==> config.mk <==
export PLATFORM = sky130hd
export DESIGN_NAME = lane_parity_mem
export DESIGN_NICKNAME = d
export VERILOG_FILES = /design/src/rtl/lsp_pkg.sv /design/src/rtl/lsp_cfg_gen.sv /design/src/rtl/lsp_lane_map.sv /design/src/rtl/lsp_store.sv /design/src/rtl/lsp_fake_parity.sv /design/src/rtl/lane_parity_mem.sv
export SDC_FILE = /design/constraint.sdc
export NUM_CORES = 2
export LEC_CHECK = 0
export ABC_AREA = 1
export BUFFER_PORTS_ARGS = -buffer_cell sky130_fd_sc_hd__buf_2
export CORE_ASPECT_RATIO = 1.2
export CORE_MARGIN = 4
export CORE_UTILIZATION = 50
export DETAILED_ROUTE_END_ITERATION = 10
export PLACE_DENSITY = 0.63
export SKIP_CTS_REPAIR_TIMING = 1
export SLEW_MARGIN = 10
export SYNTH_ARGS = -nofsm -noshare
export SYNTH_HDL_FRONTEND = slang
export SYNTH_SLANG_ARGS = --single-unit
==> constraint.sdc <==
create_clock -name clk -period 18.54 [get_ports clk]
set_input_delay 2.781 -clock clk [delete_from_list [all_inputs] [get_ports clk]]
set_output_delay 2.781 -clock clk [all_outputs]
set_load 0.1 [all_outputs]
==> src/rtl/lsp_pkg.sv <==
// Shared widths, types and the generator step function for the
// lane-scrambled parity memory. Assumes one parity bit per byte.
package lsp_pkg;
    localparam int DBITS      = 8;                  // data bits per word
    localparam int LANES      = DBITS + 1;          // physical lanes
    localparam int LANE_IDX_W = $clog2(LANES);      // lane selector width
    localparam int PLANE_W    = $clog2(DBITS);      // parity lane field width
    localparam int LFSR_W     = 16;                 // generator width
    localparam int CFG_W      = PLANE_W + 1;        // secret setting width

    typedef logic [DBITS-1:0] byte_t;
    typedef logic [LANES-1:0] phys_t;

    // Secret setting: parity lane in the upper bits, sense in bit 0.
    typedef struct packed {
        logic [PLANE_W-1:0] plane;
        logic               odd;
    } cfg_t;

    // One step of the maximal-length 16-bit generator.
    function automatic logic [LFSR_W-1:0] lfsr_step(input logic [LFSR_W-1:0] s);
        return {s[LFSR_W-2:0], s[15] ^ s[13] ^ s[12] ^ s[10]};
    endfunction
endpackage

==> src/rtl/lsp_cfg_gen.sv <==
// Generates the secret lane/sense setting. The generator loads the seed
// while reset is held, advances WARMUP times afterwards, then latches its
// low bits and stops. Assumes WARMUP >= 1.
module lsp_cfg_gen
    import lsp_pkg::*;
#(
    parameter int WARMUP = 32
) (
    input  logic              clk,
    input  logic              rst_n,
    input  logic [LFSR_W-1:0] seed,
    output cfg_t              cfg,
    output logic              cfg_valid
);
    localparam int CNT_W = $clog2(WARMUP + 1);

    logic [LFSR_W-1:0] state;
    logic [LFSR_W-1:0] state_nxt;
    logic [CNT_W-1:0]  cnt;

    assign state_nxt = lfsr_step(state);

    // Seed load, warm-up stepping and the one-time latch of the setting.
    always_ff @(posedge clk) begin
        if (!rst_n) begin
            state     <= (seed == '0) ? LFSR_W'(1) : seed;
            cnt       <= '0;
            cfg_valid <= 1'b0;
            cfg       <= '0;
        end else if (!cfg_valid) begin
            state <= state_nxt;
            cnt   <= cnt + CNT_W'(1);
            if (cnt == CNT_W'(WARMUP - 1)) begin
                cfg_valid <= 1'b1;
                cfg       <= cfg_t'(state_nxt[CFG_W-1:0]);
            end
        end
    end

    // Once latched, the setting never changes before the next reset.
    p_cfg_hold_r2: assert property (@(posedge clk) disable iff (!rst_n)
        cfg_valid |=> (cfg_valid && $stable(cfg)));
endmodule

==> src/rtl/lsp_lane_map.sv <==
// Steering between logical bytes and physical lanes. The write path adds
// parity and swaps it with data bit P onto lane 8. The read path undoes the
// swap and tests the sense. Both paths are purely combinational.
module lsp_lane_map
    import lsp_pkg::*;
(
    input  cfg_t  cfg,
    input  byte_t wdata,
    output phys_t wphys,
    input  phys_t rphys,
    output byte_t rdata,
    output logic  mismatch
);
    logic par;

    // Parity bit that meets the configured sense.
    assign par = (^wdata) ^ cfg.odd;

    for (genvar i = 0; i < DBITS; i++) begin : g_lane
        // Write: lane P takes parity, others keep their data bit.
        assign wphys[i] = (cfg.plane == PLANE_W'(i)) ? par : wdata[i];
        // Read: data bit P comes back from lane 8.
        assign rdata[i] = (cfg.plane == PLANE_W'(i)) ? rphys[DBITS] : rphys[i];
    end

    // Displaced data bit travels on the extra lane.
    assign wphys[DBITS] = wdata[cfg.plane];

    // Recovered byte and parity lane must XOR to the sense.
    assign mismatch = ((^rdata) ^ rphys[cfg.plane]) != cfg.odd;
endmodule

==> src/rtl/lsp_store.sv <==
// Internal 9-bit storage with a registered read port. One access per
// cycle; the contents are not reset.
module lsp_store
    import lsp_pkg::*;
#(
    parameter int ADDR_W = 8
) (
    input  logic              clk,
    input  logic              rst_n,
    input  logic              wr_en,
    input  logic              rd_en,
    input  logic [ADDR_W-1:0] addr,
    input  phys_t             wphys,
    output phys_t             rphys,
    output logic              rvalid
);
    localparam int DEPTH = 1 << ADDR_W;

    phys_t mem [DEPTH];

    // Array write port.
    always_ff @(posedge clk) begin
        if (wr_en) mem[addr] <= wphys;
    end

    // Registered read word and its valid flag.
    always_ff @(posedge clk) begin
        if (!rst_n) begin
            rvalid <= 1'b0;
            rphys  <= '0;
        end else begin
            rvalid <= rd_en;
            if (rd_en) rphys <= mem[addr];
        end
    end
endmodule

==> src/rtl/lsp_fake_parity.sv <==
// Test model of a counterfeit device. It drops the lane it believes holds
// parity and regenerates that lane from the other eight with its own
// assumed sense. Lane selectors above 8 leave the word untouched.
module lsp_fake_parity
    import lsp_pkg::*;
(
    input  logic                  en,
    input  logic [LANE_IDX_W-1:0] lane,
    input  logic                  odd,
    input  phys_t                 pin,
    output phys_t                 pout
);
    logic all_x;

    // XOR over all nine lanes; removing one lane is one more XOR.
    assign all_x = ^pin;

    for (genvar l = 0; l < LANES; l++) begin : g_sub
        assign pout[l] = (en && (lane == LANE_IDX_W'(l))) ? (all_x ^ pin[l] ^ odd) : pin[l];
    end
endmodule

==> src/rtl/lane_parity_mem.sv <==
// Top level of the lane-scrambled parity memory. Accepts one request per
// cycle once the secret setting exists and returns read data one cycle
// after acceptance. Keeps a sticky fault flag. Assumes inputs are
// synchronous to clk.
module lane_parity_mem
    import lsp_pkg::*;
#(
    parameter int ADDR_W = 8,
    parameter int WARMUP = 32
) (
    input  logic                  clk,
    input  logic                  rst_n,
    input  logic [LFSR_W-1:0]     seed,
    output logic                  cfg_valid,
    input  logic                  req_valid,
    output logic                  req_ready,
    input  logic                  req_we,
    input  logic [ADDR_W-1:0]     req_addr,
    input  logic [DBITS-1:0]      req_wdata,
    output logic                  rvalid,
    output logic [DBITS-1:0]      rdata,
    output logic                  parity_err,
    output logic                  fault_status,
    input  logic                  fault_clr,
    input  logic                  inj_en,
    input  logic [LANE_IDX_W-1:0] inj_lane,
    input  logic                  fake_en,
    input  logic [LANE_IDX_W-1:0] fake_lane,
    input  logic                  fake_odd
);
    cfg_t                  cfg;
    logic                  accept;
    logic                  wr_acc;
    logic                  rd_acc;
    phys_t                 scr_phys;
    phys_t                 inj_mask;
    phys_t                 wr_phys;
    phys_t                 raw_phys;
    phys_t                 seen_phys;
    logic                  mismatch;
    logic                  fake_en_q;
    logic                  fake_odd_q;
    logic [LANE_IDX_W-1:0] fake_lane_q;

    lsp_cfg_gen #(.WARMUP(WARMUP)) i_cfg_gen (
        .clk       (clk),
        .rst_n     (rst_n),
        .seed      (seed),
        .cfg       (cfg),
        .cfg_valid (cfg_valid)
    );

    assign req_ready = cfg_valid;
    assign accept    = req_valid && req_ready;
    assign wr_acc    = accept && req_we;
    assign rd_acc    = accept && !req_we;

    // Lane inversion mask for fault injection on writes.
    for (genvar l = 0; l < LANES; l++) begin : g_inj
        assign inj_mask[l] = inj_en && (inj_lane == LANE_IDX_W'(l));
    end

    assign wr_phys = scr_phys ^ inj_mask;

    lsp_store #(.ADDR_W(ADDR_W)) i_store (
        .clk    (clk),
        .rst_n  (rst_n),
        .wr_en  (wr_acc),
        .rd_en  (rd_acc),
        .addr   (req_addr),
        .wphys  (wr_phys),
        .rphys  (raw_phys),
        .rvalid (rvalid)
    );

    // Counterfeit-model controls travel with their read.
    always_ff @(posedge clk) begin
        if (!rst_n) begin
            fake_en_q   <= 1'b0;
            fake_odd_q  <= 1'b0;
            fake_lane_q <= '0;
        end else if (rd_acc) begin
            fake_en_q   <= fake_en;
            fake_odd_q  <= fake_odd;
            fake_lane_q <= fake_lane;
        end
    end

    lsp_fake_parity i_fake (
        .en   (fake_en_q),
        .lane (fake_lane_q),
        .odd  (fake_odd_q),
        .pin  (raw_phys),
        .pout (seen_phys)
    );

    lsp_lane_map i_lane_map (
        .cfg      (cfg),
        .wdata    (req_wdata),
        .wphys    (scr_phys),
        .rphys    (seen_phys),
        .rdata    (rdata),
        .mismatch (mismatch)
    );

    assign parity_err = rvalid && mismatch;

    // Sticky fault flag; a new error outranks a clear.
    always_ff @(posedge clk) begin
        if (!rst_n)          fault_status <= 1'b0;
        else if (parity_err) fault_status <= 1'b1;
        else if (fault_clr)  fault_status <= 1'b0;
    end

    // An accepted read answers on the next cycle.
    p_read_answers_r5: assert property (@(posedge clk) disable iff (!rst_n)
        (req_valid && req_ready && !req_we) |=> rvalid);
    // Without an accepted read there is no response.
    p_no_spurious_resp_r5: assert property (@(posedge clk) disable iff (!rst_n)
        !(req_valid && req_ready && !req_we) |=> !rvalid);
    // Nothing is accepted before the setting exists.
    p_ready_after_cfg_r1: assert property (@(posedge clk) disable iff (!rst_n)
        !cfg_valid |=> !$past(rvalid) || cfg_valid);
    // A flagged response sets the sticky flag.
    p_fault_set_r8: assert property (@(posedge clk) disable iff (!rst_n)
        parity_err |=> fault_status);
    // Sticky flag holds without a clear.
    p_fault_hold_r8: assert property (@(posedge clk) disable iff (!rst_n)
        (fault_status && !fault_clr) |=> fault_status);
    // A clear without a competing error drops the flag.
    p_fault_clear_r8: assert property (@(posedge clk) disable iff (!rst_n)
        (fault_clr && !parity_err) |=> !fault_status);
endmodule

# --- After elaboration in Yosys (flattened, before gate mapping) ---
# Memories as Yosys holds them, arrays and structs flattened. A register that Yosys moved wholly into a read port is not among the register bits.
# Index checks and enable logic that the tools add are counted.
word_totals:
  ff_bits: 35
  ramBits: 2304
  inputBits: 48
  word_cells: 136
  mem_count: 1
memory_table:
  columns: ["name", "depth", "word_bits", "rd", "rd_clocked_by_memory_dff", "wr", "line", "text"]
  rows:
  - ["i_store.mem", 256, 9, 1, 1, 1, "lsp_store.sv:19", "phys_t mem [DEPTH];"]
classes:
  n_addsub: 1
  n_lt_le_gt_ge: 2
  n_eq_ne: 26
  n_mux: 38
  bitwise: 25
  reduce_logical: 33
op_table:
  columns: ["op", "count"]
  rows:
  - ["$mux W16", 3]
  - ["$mux W1", 33]
  - ["$eq A4 B3 Y1 const B", 8]
  - ["$xor A1 B1 Y1", 23]
  - ["$logic_and A1 B1 Y1", 22]
  - ["$eq A4 B2 Y1 const B", 4]
  - ["$logic_not A16 Y1", 1]
  - ["$reduce_xor A8 Y1", 2]
  - ["$eq A3 B3 Y1 const B", 4]
  - ["$reduce_xor A9 Y1", 1]
  - ["$xor A9 B9 Y9", 1]
  - ["$eq A4 B1 Y1 const B", 2]
  - ["$eq A4 B4 Y1 const B", 2]
  - ["$logic_not A4 Y1", 2]
  - ["$add A6 B1 Y6 const B", 1]
  - ["$bmux W1 S3", 2]
  - ["$eq A3 B2 Y1 const B", 2]
  - ["$eq A6 B5 Y1 const B", 1]
  - ["$lt A3 B5 Y1 const B", 1]
  - ["$lt A3 B4 Y1 const B", 1]
  - ["$eq A3 B1 Y1 const B", 1]
  - ["$logic_not A3 Y1", 1]
  - ["$logic_not A1 Y1", 2]
  - ["$ne A2 B2 Y1 const B", 1]
  - ["4 further kinds", 4]

# --- Logic depth before layout (Yosys ltp) ---
depth:
  depth_word: 10
  mapped_depth: 26

# --- Hierarchy ---
# From an unflattened synthesis, not the netlist that was laid out.
hier_totals:
  hier_cells: 9173
  hier_area_um2: 97694.9
modules_own_cells:
  columns: ["module", "instances", "cells_per_inst", "area_per_inst_um2"]
  rows:
  - ["lsp_store", 1, 8614, 94400.5]
  - ["lsp_cfg_gen", 1, 160, 1276.2]
  - ["lsp_lane_map", 1, 175, 882.1]
  - ["lane_parity_mem", 1, 112, 594.3]
  - ["lsp_fake_parity", 1, 112, 541.8]

# --- Least setup slack after synthesis ---
# OpenSTA, ideal clock, no wires.
synth_path:
  kind: "input to register"
  start: "input port req_wdata[1]"
  end: "memory i_store.mem[0][1] (netlist name) (data pin)"
  setup_time_ns: 1.653
  arrival_time_ns: 11.058
  setup_slack_ns: 5.830
  path_stages: 6
  n_path_buf: 0
  cell_sequence: "xnor2_1 > xor2_1 > xor2_1 > xor2_1 > o21ai_0 > xnor2_1"
synth_via:
  elab_chain_len: 4
synth_rtl:
  columns: ["item", "line", "text"]
  rows:
  - ["start, declared", "lane_parity_mem.sv:19", "input logic [DBITS-1:0] req_wdata,"]
  - ["$reduce_xor A8 Y1", "lsp_lane_map.sv:17", "assign par = (^wdata) ^ cfg.odd;"]
  - ["$xor A1 B1 Y1", "lsp_lane_map.sv:17", null]
  - ["$mux W1 (*)", "lsp_lane_map.sv:21", "assign wphys[i] = (cfg.plane == PLANE_W'(i)) ? par : wdata[i];"]
  - ["$xor A9 B9 Y9 (*)", "lane_parity_mem.sv:63", "assign wr_phys = scr_phys ^ inj_mask;"]
  - ["named net i_store.wphys[1]", "lsp_store.sv:13", "input phys_t wphys,"]
  - ["end, declared", "lsp_store.sv:19", null]
# Mark *: on every way through the listed nets, which the timed path passes. The rest lies on a longest branch.

# --- Worst setup path after layout ---
layout_path:
  start: "input port req_addr[1]"
  end: "memory i_store.mem[242][5] (netlist name), enable pin"
layout_rtl:
  columns: ["item", "line", "text"]
  rows:
  - ["start, declared", "lane_parity_mem.sv:18", "input logic [ADDR_W-1:0] req_addr,"]
# No word-level cell before the write port.

==> flow_summary.ini <==
[outcome]
run_status = finished clean

[cells_and_area]
final_cell_mix = 2,320 x edfxtp_1, 917 x nand2_1, 727 x nand3_1, 582 x a22oi_1, 476 x a31oi_1
layout-drive-gt1-share = 0.0794
fillers = 14100
nNetsFinal = 6301
layout_commonest_cell = edfxtp_1
syn_to_final_growth_pct = 10.6

[drt]
vias = 56100
wl_per_cell_um = 28.9
dr.pass1.iters = 6
drc = 0
wl_um = 256000
drt_iter0_markers = 7620
antenna_left = 0
vias_per_cell = 6.34

[setup_path]
path_cells = buf_8 -> buf_12 -> nand2_1 -> inv_8 -> buf_4 -> nand3_2 -> nor2_1
cp.required_ns = 18.99
endpoint = i_store.mem[242][5]$_DFFE_PP_
path_class = in -> reg
cp-start-kind = primary input
crit_slowest_cell = nor2_1
setup.worst_path.start = req_addr[1]
worstReg2RegStart = i_cfg_gen.cfg[0]$_SDFFE_PN0P_
r2r_cells = 7
regToRegSetupSlack_ns = 14.52
regToRegEndpoint = i_store.mem[75][0]$_DFFE_PP_
crit_fanout = 111
crit_path_end_kind = flip-flop
cp.arrival_ns = 7.69
slowest_delay_ns = 1.16

[pwr]
power_density_nw_per_um2 = 109
p_clk_frac = 0.395
power.leakage_nw = 30.6
seqPwrFrac = 0.547
power_switching_mw = 2.41
peakVddDrop_mv = 0.0939
p_int_mw = 8.44
combPwrFrac = 0.058
swShare = 0.223

[synthesis]
synth.distinct_cells = 46
yosysTopAreaCell = edfxtp_1
synth-async-reset-ratio = 0
syn_inst = 6299
ys.flop_type = edfxtp_1
yosys-top-cells-area = edfxtp_1 77%, a22oi_1 4.8%, nand3_1 4.0%
synth_warnings = 0
ys_ff_latch = 2348
syn_area_sq_um = 90400
synth_fp_nets = 6348
synth_edf_count = 2320
ys_seq_area_frac = 0.777
synth_top_area_share = 0.771
avgSynthCellArea_sq_um = 14.3

[clock_tree]
clock_latency_ns = 0.86
cts_sinks = 2348
cts_tree = yes
htree_levels = 4
numCtsBuffers = 214
root_buffer = clkbuf_16
cts.path.max_buffers = 3
path_clk_slew_ns = 0.07

[sta]
fin_crit_ns = 7.23
whs_ns = 0.477
slew_headroom = 0.0648
hold_viol_final = 0
finalSetupViolCount = 0
rsz0062_at_grt = no
worstMarginPinSlew_ns = 1.39
fin_tns_setup_ns = 0
skew_ns = 0.0257
fin_crit_sh = 0.390
fmax_mhz = 138
slew_violations = 0

[floorplan]
rows = 170
chipHeight_um = 474
core_sq_um = 179000
ios = 61
die-area_sq_um = 188000
start_util = 0.504
die_w_um = 396

[global_routing]
grt_overflow = 0
grt_max_degree = 203
grt_use_total = 0.268
grt_pass1_wl_um = 372000
grt_pass1_vias = 53500
grt_antenna_before_repair = 13

[placement]
portBuffers = 60
dp_hpwl_um = 143000
gp_congestion = 0.881

[flow_run]
drv_cap = 0

[hold_path]
hold_class = reg -> reg
[worst min path at each step]
stage / from / endpoint / depth (start not counted)
finish: fault_status$_SDFFE_PN0P_ / fault_status$_SDFFE_PN0P_ / 2
global route: i_store.rvalid$_SDFF_PN0_ / fault_status$_SDFFE_PN0P_ / 2
CTS: fault_status$_SDFFE_PN0P_ / fault_status$_SDFFE_PN0P_ / 2
detailed placement: fault_status$_SDFFE_PN0P_ / fault_status$_SDFFE_PN0P_ / 2
global placement: fault_status$_SDFFE_PN0P_ / fault_status$_SDFFE_PN0P_ / 2
floorplan: fake_lane_q[3]$_SDFFE_PN0P_ / fake_lane_q[3]$_SDFFE_PN0P_ / 2
[layout make-up]
cell class | instances | area, sq um | share of cell area
multi-input cells | 3410 | 18200 | 0.182
clock buffers | 284 | 5750 | 0.0576
well taps | 2408 | 3010 | 0.0301
clock inverters | 112 | 965 | 0.00965
repair buffers | 168 | 1340 | 0.0134
flip-flops and latches | 2348 | 70200 | 0.702
inverters | 110 | 435 | 0.00436
diodes | 7 | 17.5 | 0.000175
[state kept, by name (all words and copies together), names as in the netlist, 4 cells and up]
| name | flops |
|---|---|
| i_store.mem | 2304 |
| fake_lane_q | 4 |
| i_cfg_gen.state | 16 |
| i_cfg_gen.cnt | 6 |
| i_store.rphys | 9 |
| i_cfg_gen.cfg | 4 |
[synth_stat cells, drive strengths merged (3+ instances only)]
| master | count |
|---|---|
| a31oi | 476 |
| nand2 | 927 |
| buf | 117 |
| dfxtp | 28 |
| edfxtp | 2320 |
| a21oi | 23 |
| clkinv | 16 |
| inv | 94 |
| a221oi | 5 |
| or3 | 3 |
| o22ai | 29 |
| nor2 | 373 |
| a22oi | 582 |
| xor2 | 7 |
| xnor2 | 14 |
| o21ai | 47 |
| o21a | 3 |
| nor3 | 8 |
| nor4 | 99 |
| nand4 | 23 |
| clkbuf | 314 |
| a41oi | 7 |
| o221ai | 8 |
| o31ai | 10 |
| o41ai | 9 |
| or2 | 13 |
| nand3 | 730 |
[per-stage QoR]
step / cells / util / setup slack (ns) / total power [mW] / cell area [sq um]
final: 8847 / 0.558 / 11.31 / 10.9 / 100000
after floorplan: 6299 / - / 5.83 / 6.45 / 90400
after global placement: 8444 / 0.520 / 10.37 / 6.66 / 93200
after CTS: 8840 / 0.557 / 11.42 / 10.9 / 100000
after global routing: 8841 / 0.557 / 11.14 / 11.1 / 100000
after detailed placement: 8444 / 0.520 / 10.51 / 6.67 / 93200
[power by group through the flow]
stage                     clock network [mW]  registers [mW]  logic (mW)
after global placement                     0            6.05       0.616
after floorplan                            0            6.12       0.328
after detailed placement                   0            6.05       0.626
final                                   4.28            5.93       0.634
after global routing                    4.54            5.93       0.668
after CTS                               4.32            5.93       0.628
[cells by family after synthesis]
kind of cell             count (synthesis)  synth area share
XOR/XNOR                                21           0.00204
AO/OA/AOI/OAI                         1208            0.0920
AND/OR/NAND/NOR                       2178             0.105
buffers and inverters                  541            0.0233
adder cells (fa/ha/maj)                  1          0.000138
multiplexers                             2          0.000222
flip-flops                            2348             0.777
[critical path: cells and delay by family]
kind	cells	cell delay, ns
and+or+nand+nor	3	2.57
buffers and inverters	4	2.08
[layer usage]
layer  vias up  part of all wire  wire length, um  track usage
li1      24300                 -                -            -
met1     28100              0.38            97600        0.370
met2      3225              0.47           120000        0.422
met3       537              0.10            25600       0.0482
met4         6             0.049            12400        0.117
met5         -           0.00012               31            0
No activity file was read; power rests on OpenSTA's default activity.
